## src/rtl/frh_pkg.sv

```systemverilog
package frh_pkg;
  parameter int PHASE_W = 10;
  parameter int COUNT_W = 8;
  localparam int SUM_W = PHASE_W + 1;
  typedef logic [PHASE_W-1:0] phase_t;
  typedef logic [SUM_W-1:0]   sum_t;
  typedef logic [COUNT_W-1:0] count_t;
endpackage

```

## src/rtl/frh_phase_acc.sv

```systemverilog
module frh_phase_acc
  import frh_pkg::*;
(
  input  logic   clk,
  input  logic   rst,
  input  phase_t inc,
  input  phase_t modulus,
  output logic   step,
  output logic   strobe
);
  phase_t acc_q;
  phase_t inc_eff;
  sum_t   sum;
  sum_t   wrapped;
  logic   hit;

  // increment clamped to the modulus
  always_comb begin
    inc_eff = (inc > modulus) ? modulus : inc;
    sum     = {1'b0, acc_q} + {1'b0, inc_eff};
    hit     = (sum >= {1'b0, modulus});
    wrapped = sum - {1'b0, modulus};
  end

  always_ff @(posedge clk) begin
    if (rst) begin
      acc_q  <= '0;
      strobe <= 1'b0;
    end else begin
      acc_q  <= hit ? wrapped[PHASE_W-1:0] : sum[PHASE_W-1:0];
      strobe <= hit;
    end
  end

  assign step = hit & ~rst;
endmodule

```

## src/rtl/frh_step_counter.sv

```systemverilog
module frh_step_counter
  import frh_pkg::*;
(
  input  logic   clk,
  input  logic   rst,
  input  logic   step,
  output count_t value
);
  always_ff @(posedge clk) begin
    if (rst)       value <= '0;
    else if (step) value <= value + 1'b1;
  end
endmodule

```

## src/rtl/frh_counter.sv

```systemverilog
module frh_counter
  import frh_pkg::*;
(
  input  logic               clk,
  input  logic               rst,
  input  logic [PHASE_W-1:0] rate_num,
  input  logic [PHASE_W-1:0] rate_den,
  output logic [COUNT_W-1:0] hold_count,
  output logic               advance
);
  logic step;

  frh_phase_acc u_acc (
    .clk     (clk),
    .rst     (rst),
    .inc     (rate_num),
    .modulus (rate_den),
    .step    (step),
    .strobe  (advance)
  );

  frh_step_counter u_cnt (
    .clk   (clk),
    .rst   (rst),
    .step  (step),
    .value (hold_count)
  );
endmodule

```

## config.mk

```make
export PLATFORM = sky130hd
export DESIGN_NAME = frh_counter
export DESIGN_NICKNAME = d
export VERILOG_FILES = /design/src/rtl/frh_pkg.sv /design/src/rtl/frh_phase_acc.sv /design/src/rtl/frh_step_counter.sv /design/src/rtl/frh_counter.sv
export SDC_FILE = /design/constraint.sdc
export NUM_CORES = 1
export LEC_CHECK = 0
export BUFFER_PORTS_ARGS = -buffer_cell sky130_fd_sc_hd__buf_2
export CORE_MARGIN = 8
export CORE_UTILIZATION = 53
export CTS_CLUSTER_SIZE = 25
export DETAILED_ROUTE_END_ITERATION = 16
export PLACE_DENSITY = 0.79
export SYNTH_ARGS = -nofsm -noshare
export SYNTH_HDL_FRONTEND = slang
export SYNTH_SLANG_ARGS = --single-unit
```

## constraint.sdc

```tcl
create_clock -name clk -period 5.1 [get_ports clk]
set_input_delay 0.255 -clock clk [delete_from_list [all_inputs] [get_ports clk]]
set_output_delay 0.255 -clock clk [all_outputs]
set_load 0.005 [all_outputs]
```

* Yosys cells after proc, flatten, opt, wreduce, memory -nomap -nowiden
Index checks and enable logic that the tools add are counted.
** Cells by class
- Magnitude comparators :: 2
- Bitwise operators :: 2
- Muxes and demuxes :: 2
- $add $sub $neg :: 3
** Operator list (count)
- 2-to-1 mux 10 bit :: 2
- adder 10 x 10 -> 11 bit :: 1
- greater-or-equal comparator 11 x 10 -> 1 bit :: 1
- > comparator 10 bit :: 1
- subtractor 10 bit :: 1
- adder 8 x 1 -> 8 bit (second input constant) :: 1
- AND 1 bit :: 1
- inverter 1 bit :: 1
** Word-level totals
- Bits in registers :: 19

* Longest topological paths before layout
Gate-level depths: netlist (run 1).
- Depth in word-level cells :: 5
- Mapped depth :: 23

* Modules after synthesis
A second synthesis (run 1) with hierarchy kept.
** Unflattened totals
- Cells, all modules :: 238
- Area, all modules :: 2055.7 µm²
** Modules (own cells, without submodules)
- frh_phase_acc :: times used 1, area each 1716.6 µm², seq. area each 220.2 µm², cells an instance 201
- frh_step_counter :: times used 1, area each 339.1 µm², seq. area each 160.2 µm², cells an instance 37

* Worst setup path after synthesis (run 1)
No wires, ideal clock.
- Path type :: input port to flip-flop
- From :: input rate_den[9]
- To :: register u_cnt.value[3]
- Arrival :: 4.637 ns
- Stages :: 21
- Required time :: 4.977 ns
- Setup time :: 0.123 ns
- Slack :: 0.340 ns
- Cells stage by stage :: inv_1 > ha_1 > nand3_1 > or3_1 > o21ai_1 > a21oi_1 > a31oi_4 > mux2_2 > ha_1 > fa_1 > a21oi_1 > o211ai_1 > nor2_1 > xnor2_1 > ha_1 > nand4_1 > nor3_2 > a2111oi_2 > nand3_1 > o2111ai_1 > mux2_1
** Between the ends
- Longest elaborated chain between the ends :: 5
** RTL lines
- from (decl) :: line frh_counter.sv:7 : input logic [PHASE_W-1:0] rate_den,
- > comparator 10 bit :: line frh_phase_acc.sv:19 : inc_eff = (inc > modulus) ? modulus : inc;
- 2-to-1 mux 10 bit :: line frh_phase_acc.sv:19
- adder 10 x 10 -> 11 bit :: line frh_phase_acc.sv:20 : sum = {1'b0, acc_q} + {1'b0, inc_eff};
- greater-or-equal comparator 11 x 10 -> 1 bit * :: line frh_phase_acc.sv:21 : hit = (sum >= {1'b0, modulus});
- AND 1 bit * :: line frh_phase_acc.sv:35 : assign step = hit & ~rst;
- to (signal assigned) :: line frh_step_counter.sv:11 : else if (step) value <= value + 1'b1;
- to (decl) :: line frh_step_counter.sv:7 : output count_t value
Every way passes the cells marked *; elsewhere a longest branch is shown, timed or not.
A chain may end at the register's enable or synchronous reset.

* Final worst setup path (run 1)
- From :: input rate_den[8]
- To :: register u_acc.acc_q[0]
** Between the ends
- Longest elaborated chain between the ends :: 5
- Elaborated cells between the ends (all ways) :: 6
- Classes of those cells :: 2 x add/sub; 2 x order compare; 2 x mux
** RTL lines
- > comparator 10 bit :: line frh_phase_acc.sv:19
- 2-to-1 mux 10 bit :: line frh_phase_acc.sv:19
- adder 10 x 10 -> 11 bit :: line frh_phase_acc.sv:20
- subtractor 10 bit or greater-or-equal comparator 11 x 10 -> 1 bit (tied branches) :: line frh_phase_acc.sv:22, frh_phase_acc.sv:21
- 2-to-1 mux 10 bit * :: line frh_phase_acc.sv:30 : acc_q <= hit ? wrapped[PHASE_W-1:0] : sum[PHASE_W-1:0];
- to (signal assigned) :: line frh_phase_acc.sv:30
- to (decl) :: line frh_phase_acc.sv:11 : phase_t acc_q;
Marks and branches as above.

==> impl_metrics.json, run 1 <==
{
  "status": "completed",
  "p_leak_uw": 0.00115,
  "skew_ns": 0.00482,
  "cp.buffers_inverters": 4,
  "coreArea_um2": 4000,
  "dp_worst_setup_slack_ns": -0.0950,
  "cts_tree": "done",
  "cp-end-kind": "register",
  "area_growth_pct": 15.3,
  "route.met3.wl_um": 272,
  "fillers": 365,
  "dieHeight_um": 80.2,
  "syn_area_um2": 2190,
  "routedLengthMet1_mm": 2.55,
  "hold_class": "input pin to register",
  "power.density_nw_per_um2": 684,
  "place_hpwl_mm": 4.25,
  "finalHoldViolCount": 0,
  "cp_num_cells": 23,
  "period_share_pct": 94.8,
  "fin_util_pct": 63.1,
  "ios": 31,
  "numCtsBuffers": 3,
  "top_layer": "met4",
  "wirelength_mm": 5.45,
  "grt_pass1_wl_mm": 9.13,
  "hold_buffers": 0,
  "synth_top_area_share_pct": 17.7,
  "worstRegToRegCells": 14,
  "rows": 23,
  "async_flop_share_pct": 0,
  "most-common-layout-cells": "ha_1 (30), buf_2 (30), a21oi_1 (21)",
  "endpoint": "u_acc.acc_q[0]$_SDFF_PP0_",
  "drtAntennaViolNets": 0,
  "drive_above_1_share_pct": 26.3,
  "design.die.area_um2": 6440,
  "cts_root_buf": "clkbuf_8",
  "clockBufferDepth": 2,
  "tns_ns": 0,
  "ys_warn_count": 0,
  "cp_slowest_stage_delay_ns": 0.39,
  "crit_start": "rate_den[8]",
  "r2r_start": "u_acc.acc_q[0]$_SDFF_PP0_",
  "clk_latency_ns": 0.26,
  "finalNetCount": 356,
  "holdWs_ns": 0.420,
  "fin_ws_ns": 0.268,
  "yosysUniqueCellTypes": 58,
  "wire_per_inst_um": 15.6,
  "maxSlewHeadroom_pct": 69.3,
  "drtIter0Drc": 98,
  "start_kind": "input pin",
  "slowest_stage": "or3_1",
  "grt_max_degree": 26,
  "setup_viol": 0,
  "synth.net_count": 314,
  "synth_top_cell_by_area": "ha_1",
  "htree_levels": 1,
  "r2r_slack_ns": 1.70,
  "path_cells": "buf_2 -> inv_1 -> ha_1 -> nand3_1 -> or3_1 -> o21ai_1 -> a21oi_1 -> a31oi_4 -> buf_4 -> mux2_2 -> ha_1 -> o21ai_1 -> o21a_1 -> o211a_1 -> o211ai_1 -> ha_1 -> nand4_1 -> nor3_2 -> a2111oi_2 -> nand3_1 -> buf_4 -> nor3_1 -> a211oi_1",
  "routed_via_density": 6.01,
  "diodes": 0,
  "drc": 0,
  "via_count": 2103,
  "period_needed_ns": 4.83,
  "grtUsageTotal_pct": 17.3,
  "synth_edf_count": 0,
  "yosysSeqAreaShare_pct": 17.4,
  "peakVddDrop_mv": 0.404,
  "start_util_pct": 54.7,
  "max-cap-violations": 0,
  "finalPower_uw": 1730,
  "critPathTopFamily": "compound AO/OA/AOI/OAI gates",
  "dr_wl_met2_mm": 2.56,
  "gr-total-overflow": 0,
  "synth_ff_type": "dfxtp_1",
  "clk_pin_slew_ns": 0.07,
  "worst_pin_slew_ns": 0.460,
  "max_freq_mhz": 207,
  "synth-seq-cells": 19,
  "cp.arrival_ns": 4.96,
  "chipWidth_um": 80.2,
  "slew_viol_final": 0,
  "worstReg2RegEnd": "u_acc.acc_q[0]$_SDFF_PP0_",
  "syn_inst": 259,
  "drtPass1Iterations": 4,
  "grt_pass1_vias": 2106,
  "clock-sinks": 19,
  "grt_antenna_before_repair": 0,
  "gp_congestion": 0.880,
  "worstSetupPathType": "input pin to register",
  "io_buffers": 30,
  "avgSynthCellArea_um2": 8.44,
  "crit_top_cell": "ha_1",
  "path_max_fanout": 12,
  "synth_area_leaders": "ha_1 (18%), dfxtp_1 (17%), mux2_2 (5.7%), a21oi_1 (5.0%), nand3_1 (3.7%)",
  "required_ns": 5.23
}
registers in the layout, summed over array words and instances, names as in the netlist:
| register | count |
|---|---|
| u_acc.acc_q | 10 |
| u_cnt.value | 8 |
| u_acc.strobe | 1 |
worst min-delay path, cell delays in order:
cell and delay, ns:
buf_2 0.11, ha_1 0.17, a211oi_1 0.08
final cells by class:
class / instances / area [um2] / area share [%]
multi-input cells: 213 / 1700 / 67.5
flip-flops and latches: 19 / 380 / 15.1
repair buffers: 44 / 255 / 10.1
inverters: 20 / 75.1 / 2.98
well taps: 50 / 62.6 / 2.48
clock buffers: 3 / 41.3 / 1.64
clock inverters: 1 / 5.00 / 0.198
kinds of logic after synthesis:
| logic type | Yosys count | share of synthesized area [%] |
|---|---|---|
| simple gates | 76 | 18.6 |
| compound gates | 79 | 26.8 |
| fa+ha+maj | 33 | 19.6 |
| mux | 16 | 8.41 |
| flops | 19 | 17.4 |
| xor+xnor | 9 | 3.60 |
| buf+inv | 27 | 5.61 |
synthesized netlist by cell type, types with 5 or more instances:
library cell and n:
o211ai_1 5, a21oi_1 22, mux2_2 11, o21ai_0 12, dfxtp_1 19, nand2_1 9, xnor2_1 7, nand3_1 16
nor2_1 15, inv_1 20, a21o_1 7, ha_1 31, nor2b_1 9, nor3_1 8
how the worst min path moves through the flow:
stage	start	to	cells after the start
after floorplan	rst	u_cnt.value[4]$_SDFFE_PP0P_	2
after global placement	u_cnt.value[1]$_SDFFE_PP0P_	u_cnt.value[1]$_SDFFE_PP0P_	2
after detailed placement	u_cnt.value[1]$_SDFFE_PP0P_	u_cnt.value[1]$_SDFFE_PP0P_	2
after CTS	rate_den[0]	u_acc.acc_q[0]$_SDFF_PP0_	3
after global routing	rate_den[0]	u_acc.acc_q[0]$_SDFF_PP0_	3
final	rate_den[0]	u_acc.acc_q[0]$_SDFF_PP0_	3
layer usage:
metal	GRT usage [%]	vias up
li1	-	1045
met1	21.3	997
met2	29.3	55
met3	3.01	6
met4	5.82	0
met5	0	-
power by group:
part	internal, uW	total, uW	switching (uW)
sequential	196	221	25.7
clock	54.5	110	55.6
combinational	628	1390	767
total	878	1730	848
repair_timing:
action,in CTS,in global routing
buffers inserted,0,2
resized for setup,0,5
endpoints found under the setup margin,0,18
stage by stage:
stage	instances	instance area, um2
3_5_place_dp	344	2440
6_report	350	2520
3_3_place_gp	344	2440
4_1_cts	348	2490
2_1_floorplan	259	2190
5_1_grt	350	2520
(Power assumes the default switching activity.)
==> run 2, diff against run 1 <==
--- a/config.mk
+++ b/config.mk
@@ -6,11 +6,13 @@
 export NUM_CORES = 1
 export LEC_CHECK = 0
 export BUFFER_PORTS_ARGS = -buffer_cell sky130_fd_sc_hd__buf_2
+export CELL_PAD_IN_SITES_DETAIL_PLACEMENT = 0
+export CELL_PAD_IN_SITES_GLOBAL_PLACEMENT = 1
 export CORE_MARGIN = 8
-export CORE_UTILIZATION = 53
+export CORE_UTILIZATION = 39
 export CTS_CLUSTER_SIZE = 25
 export DETAILED_ROUTE_END_ITERATION = 16
-export PLACE_DENSITY = 0.79
+export PLACE_DENSITY = 0.77
 export SYNTH_ARGS = -nofsm -noshare
 export SYNTH_HDL_FRONTEND = slang
 export SYNTH_SLANG_ARGS = --single-unit
==> run 2 against run 1 <==
  * Via count fell by 5.3%
  * Sequential cell count is the same
  * Sequential share of layout area down 0.11 points
  * Highest routed layer unchanged
  * Critical path type unchanged
  * Design area rose by 0.74%
  * First-iteration DRC count shrank 28%
  * Non-clock buffer count decreased by 3
  * Global-route usage decreased by 4.1 points
  * Die area up 28%
==> impl_metrics.json, run 2 (synthesized netlist as in run 1, its figures left out) <==
{
  "io_buffers": 30,
  "cp_slowest_stage_delay_ns": 0.40,
  "grtUsageTotal_pct": 13.1,
  "routed_via_density": 5.40,
  "area_growth_pct": 16.2,
  "worstSetupPathType": "input pin to register",
  "finalHoldViolCount": 0,
  "status": "completed",
  "start_util_pct": 40.0,
  "p_comb_share_pct": 80.7,
  "regMostFlops": "u_acc.acc_q",
  "clk_pin_slew_ns": 0.08,
  "diodes": 0,
  "finalPower_uw": 1700,
  "max_freq_mhz": 207,
  "peakVddDrop_mv": 0.369,
  "clockBufferDepth": 2,
  "ios": 31,
  "wire_per_inst_um": 14.4,
  "slew_viol_final": 0,
  "largest_reg_flops": 10,
  "power.density_nw_per_um2": 670,
  "clk_latency_ns": 0.26,
  "drtAntennaViolNets": 0,
  "grt_max_degree": 26,
  "hold_class": "input pin to register",
  "drive_above_1_share_pct": 24.9,
  "fin_cells": 369,
  "maxSlewHeadroom_pct": 69.8,
  "cts_tree": "done",
  "design.die.area_um2": 8260,
  "p_int_uw": 867,
  "tns_ns": 0,
  "rows": 27,
  "finalNetCount": 353,
  "drtIter0Drc": 71,
  "cp.arrival_ns": 4.99,
  "post_dp_cell_area_um2": 2450,
  "clockPowerShare_pct": 6.4,
  "required_ns": 5.25,
  "dieHeight_um": 90.9,
  "cp-end-kind": "register",
  "netSwitchingPower_uw": 836,
  "path_cells": "buf_2 -> inv_1 -> ha_1 -> nand3_1 -> or3_1 -> o21ai_1 -> a21oi_1 -> a31oi_4 -> mux2_2 -> ha_1 -> a211oi_1 -> o21a_1 -> o211a_1 -> o211ai_1 -> ha_1 -> nand4_1 -> nor3_2 -> a2111oi_4 -> and3_1 -> buf_12 -> a211oi_2 -> mux2_4",
  "htree_levels": 1,
  "worst_pin_slew_ns": 0.453,
  "grt_pass1_vias": 2015,
  "via_count": 1992,
  "fillers": 553,
  "netSwitchingFraction_pct": 49.1,
  "period_needed_ns": 4.84,
  "most-common-layout-cells": "ha_1 (30), buf_2 (30), a21oi_1 (22)",
  "seqPwrFrac_pct": 12.9,
  "setup_viol": 0,
  "cts_root_buf": "clkbuf_8",
  "grt_antenna_before_repair": 0,
  "chipWidth_um": 90.9,
  "skew_ns": 0.00302,
  "max-cap-violations": 0,
  "gr-total-overflow": 0,
  "slowest_stage": "mux2_2",
  "path_max_fanout": 16,
  "top_regs": "u_acc.acc_q x10, u_cnt.value x8, u_acc.strobe x1",
  "dp_cells": 362,
  "drtPass1Iterations": 4,
  "numCtsBuffers": 3,
  "drc": 0,
  "coreArea_um2": 5470,
  "period_share_pct": 94.8,
  "clock-sinks": 19,
  "start_kind": "input pin",
  "rsz0062_at_grt": "yes",
  "wirelength_mm": 5.31,
  "grt_pass1_wl_mm": 9.18,
  "place_hpwl_mm": 4.29,
  "p_leak_uw": 0.00114,
  "fin_util_pct": 46.4,
  "crit_top_cell": "ha_1",
  "gp_congestion": 0.823,
  "final_area_um2": 2540
}
==> run 2: cell count changes in the layout (fill, tap and decap cells not counted) <==
cell / before / now
buf_4: 14 / 10
a2111oi_2: 1 / 0
a2111oi_4: 0 / 1
a21oi_1: 21 / 22
a21oi_2: 2 / 1
and3_1: 0 / 1
and3_4: 1 / 0
buf_12: 0 / 1
nand3_1: 16 / 15
nand3_2: 0 / 1
xnor2_1: 6 / 7
xnor2_2: 1 / 0
==> run 2: worst paths after layout <==
kind	endpoint	startpoint	cells after the start	slack (ns)
max	u_cnt.value[7]$_SDFFE_PP0P_	rate_den[9]	22	0.26
min reg2reg	u_cnt.value[1]$_SDFFE_PP0P_	u_cnt.value[1]$_SDFFE_PP0P_	2	0.54
min	u_acc.acc_q[0]$_SDFF_PP0_	rate_den[0]	3	0.41
max reg2reg	u_cnt.value[7]$_SDFFE_PP0P_	u_acc.acc_q[1]$_SDFF_PP0_	13	1.67
==> run 2: per-stage QoR <==
stage	hold WS, ns	setup slack (ns)
4_1_cts	0.397	0.222
6_report	0.406	0.264
3_5_place_dp	0.526	-0.0465
3_3_place_gp	0.542	0.00576
5_1_grt	0.423	-0.0527
2_1_floorplan	0.472	0.340
==> run 2: power groups by stage <==
stage               Combinational, uW  Clock (uW)  Sequential (uW)
finish                           1380         109              219
global route                     1540         119              226
CTS                              1320         113              220
detailed placement               1320           0              223
global placement                 1320           0              223
floorplan                        1040           0              218
==> run 2: timing repair <==
action,4_1_cts,5_1_grt
endpoints found under the setup margin,0,15
gates resized for setup,0,3
buffers inserted,0,3
hold buffers,0,0
endpoints found under the hold margin,0,0
==> run 2: worst max-delay path, delay by kind of cell <==
family                     cells  cell delay, ns
muxes                          2            0.72
adders and majority gates      3            0.96
AOI/OAI and AO/OA              9            1.61
buffers and inverters          3            0.29
and+or+nand+nor                5            1.14
==> run 2: routing by layer <==
layer  track usage, %  vias up  routed length, um
met5                0        -                  0
met4             2.46        0                 31
met3             2.58        4                235
met2             21.3       37               2350
met1             17.5      908               2680
li1                 -     1043                  -
==> run 2: final cells by class <==
| type | instances | area (um2) | area share [%] |
|---|---|---|---|
| well taps | 72 | 90.1 | 3.55 |
| clock buffers | 3 | 41.3 | 1.62 |
| multi-input cells | 213 | 1700 | 67.1 |
| repair buffers | 41 | 245 | 9.65 |
| clock inverters | 1 | 5.00 | 0.197 |
| inverters | 20 | 75.1 | 2.95 |
| flip-flops and latches | 19 | 380 | 15.0 |
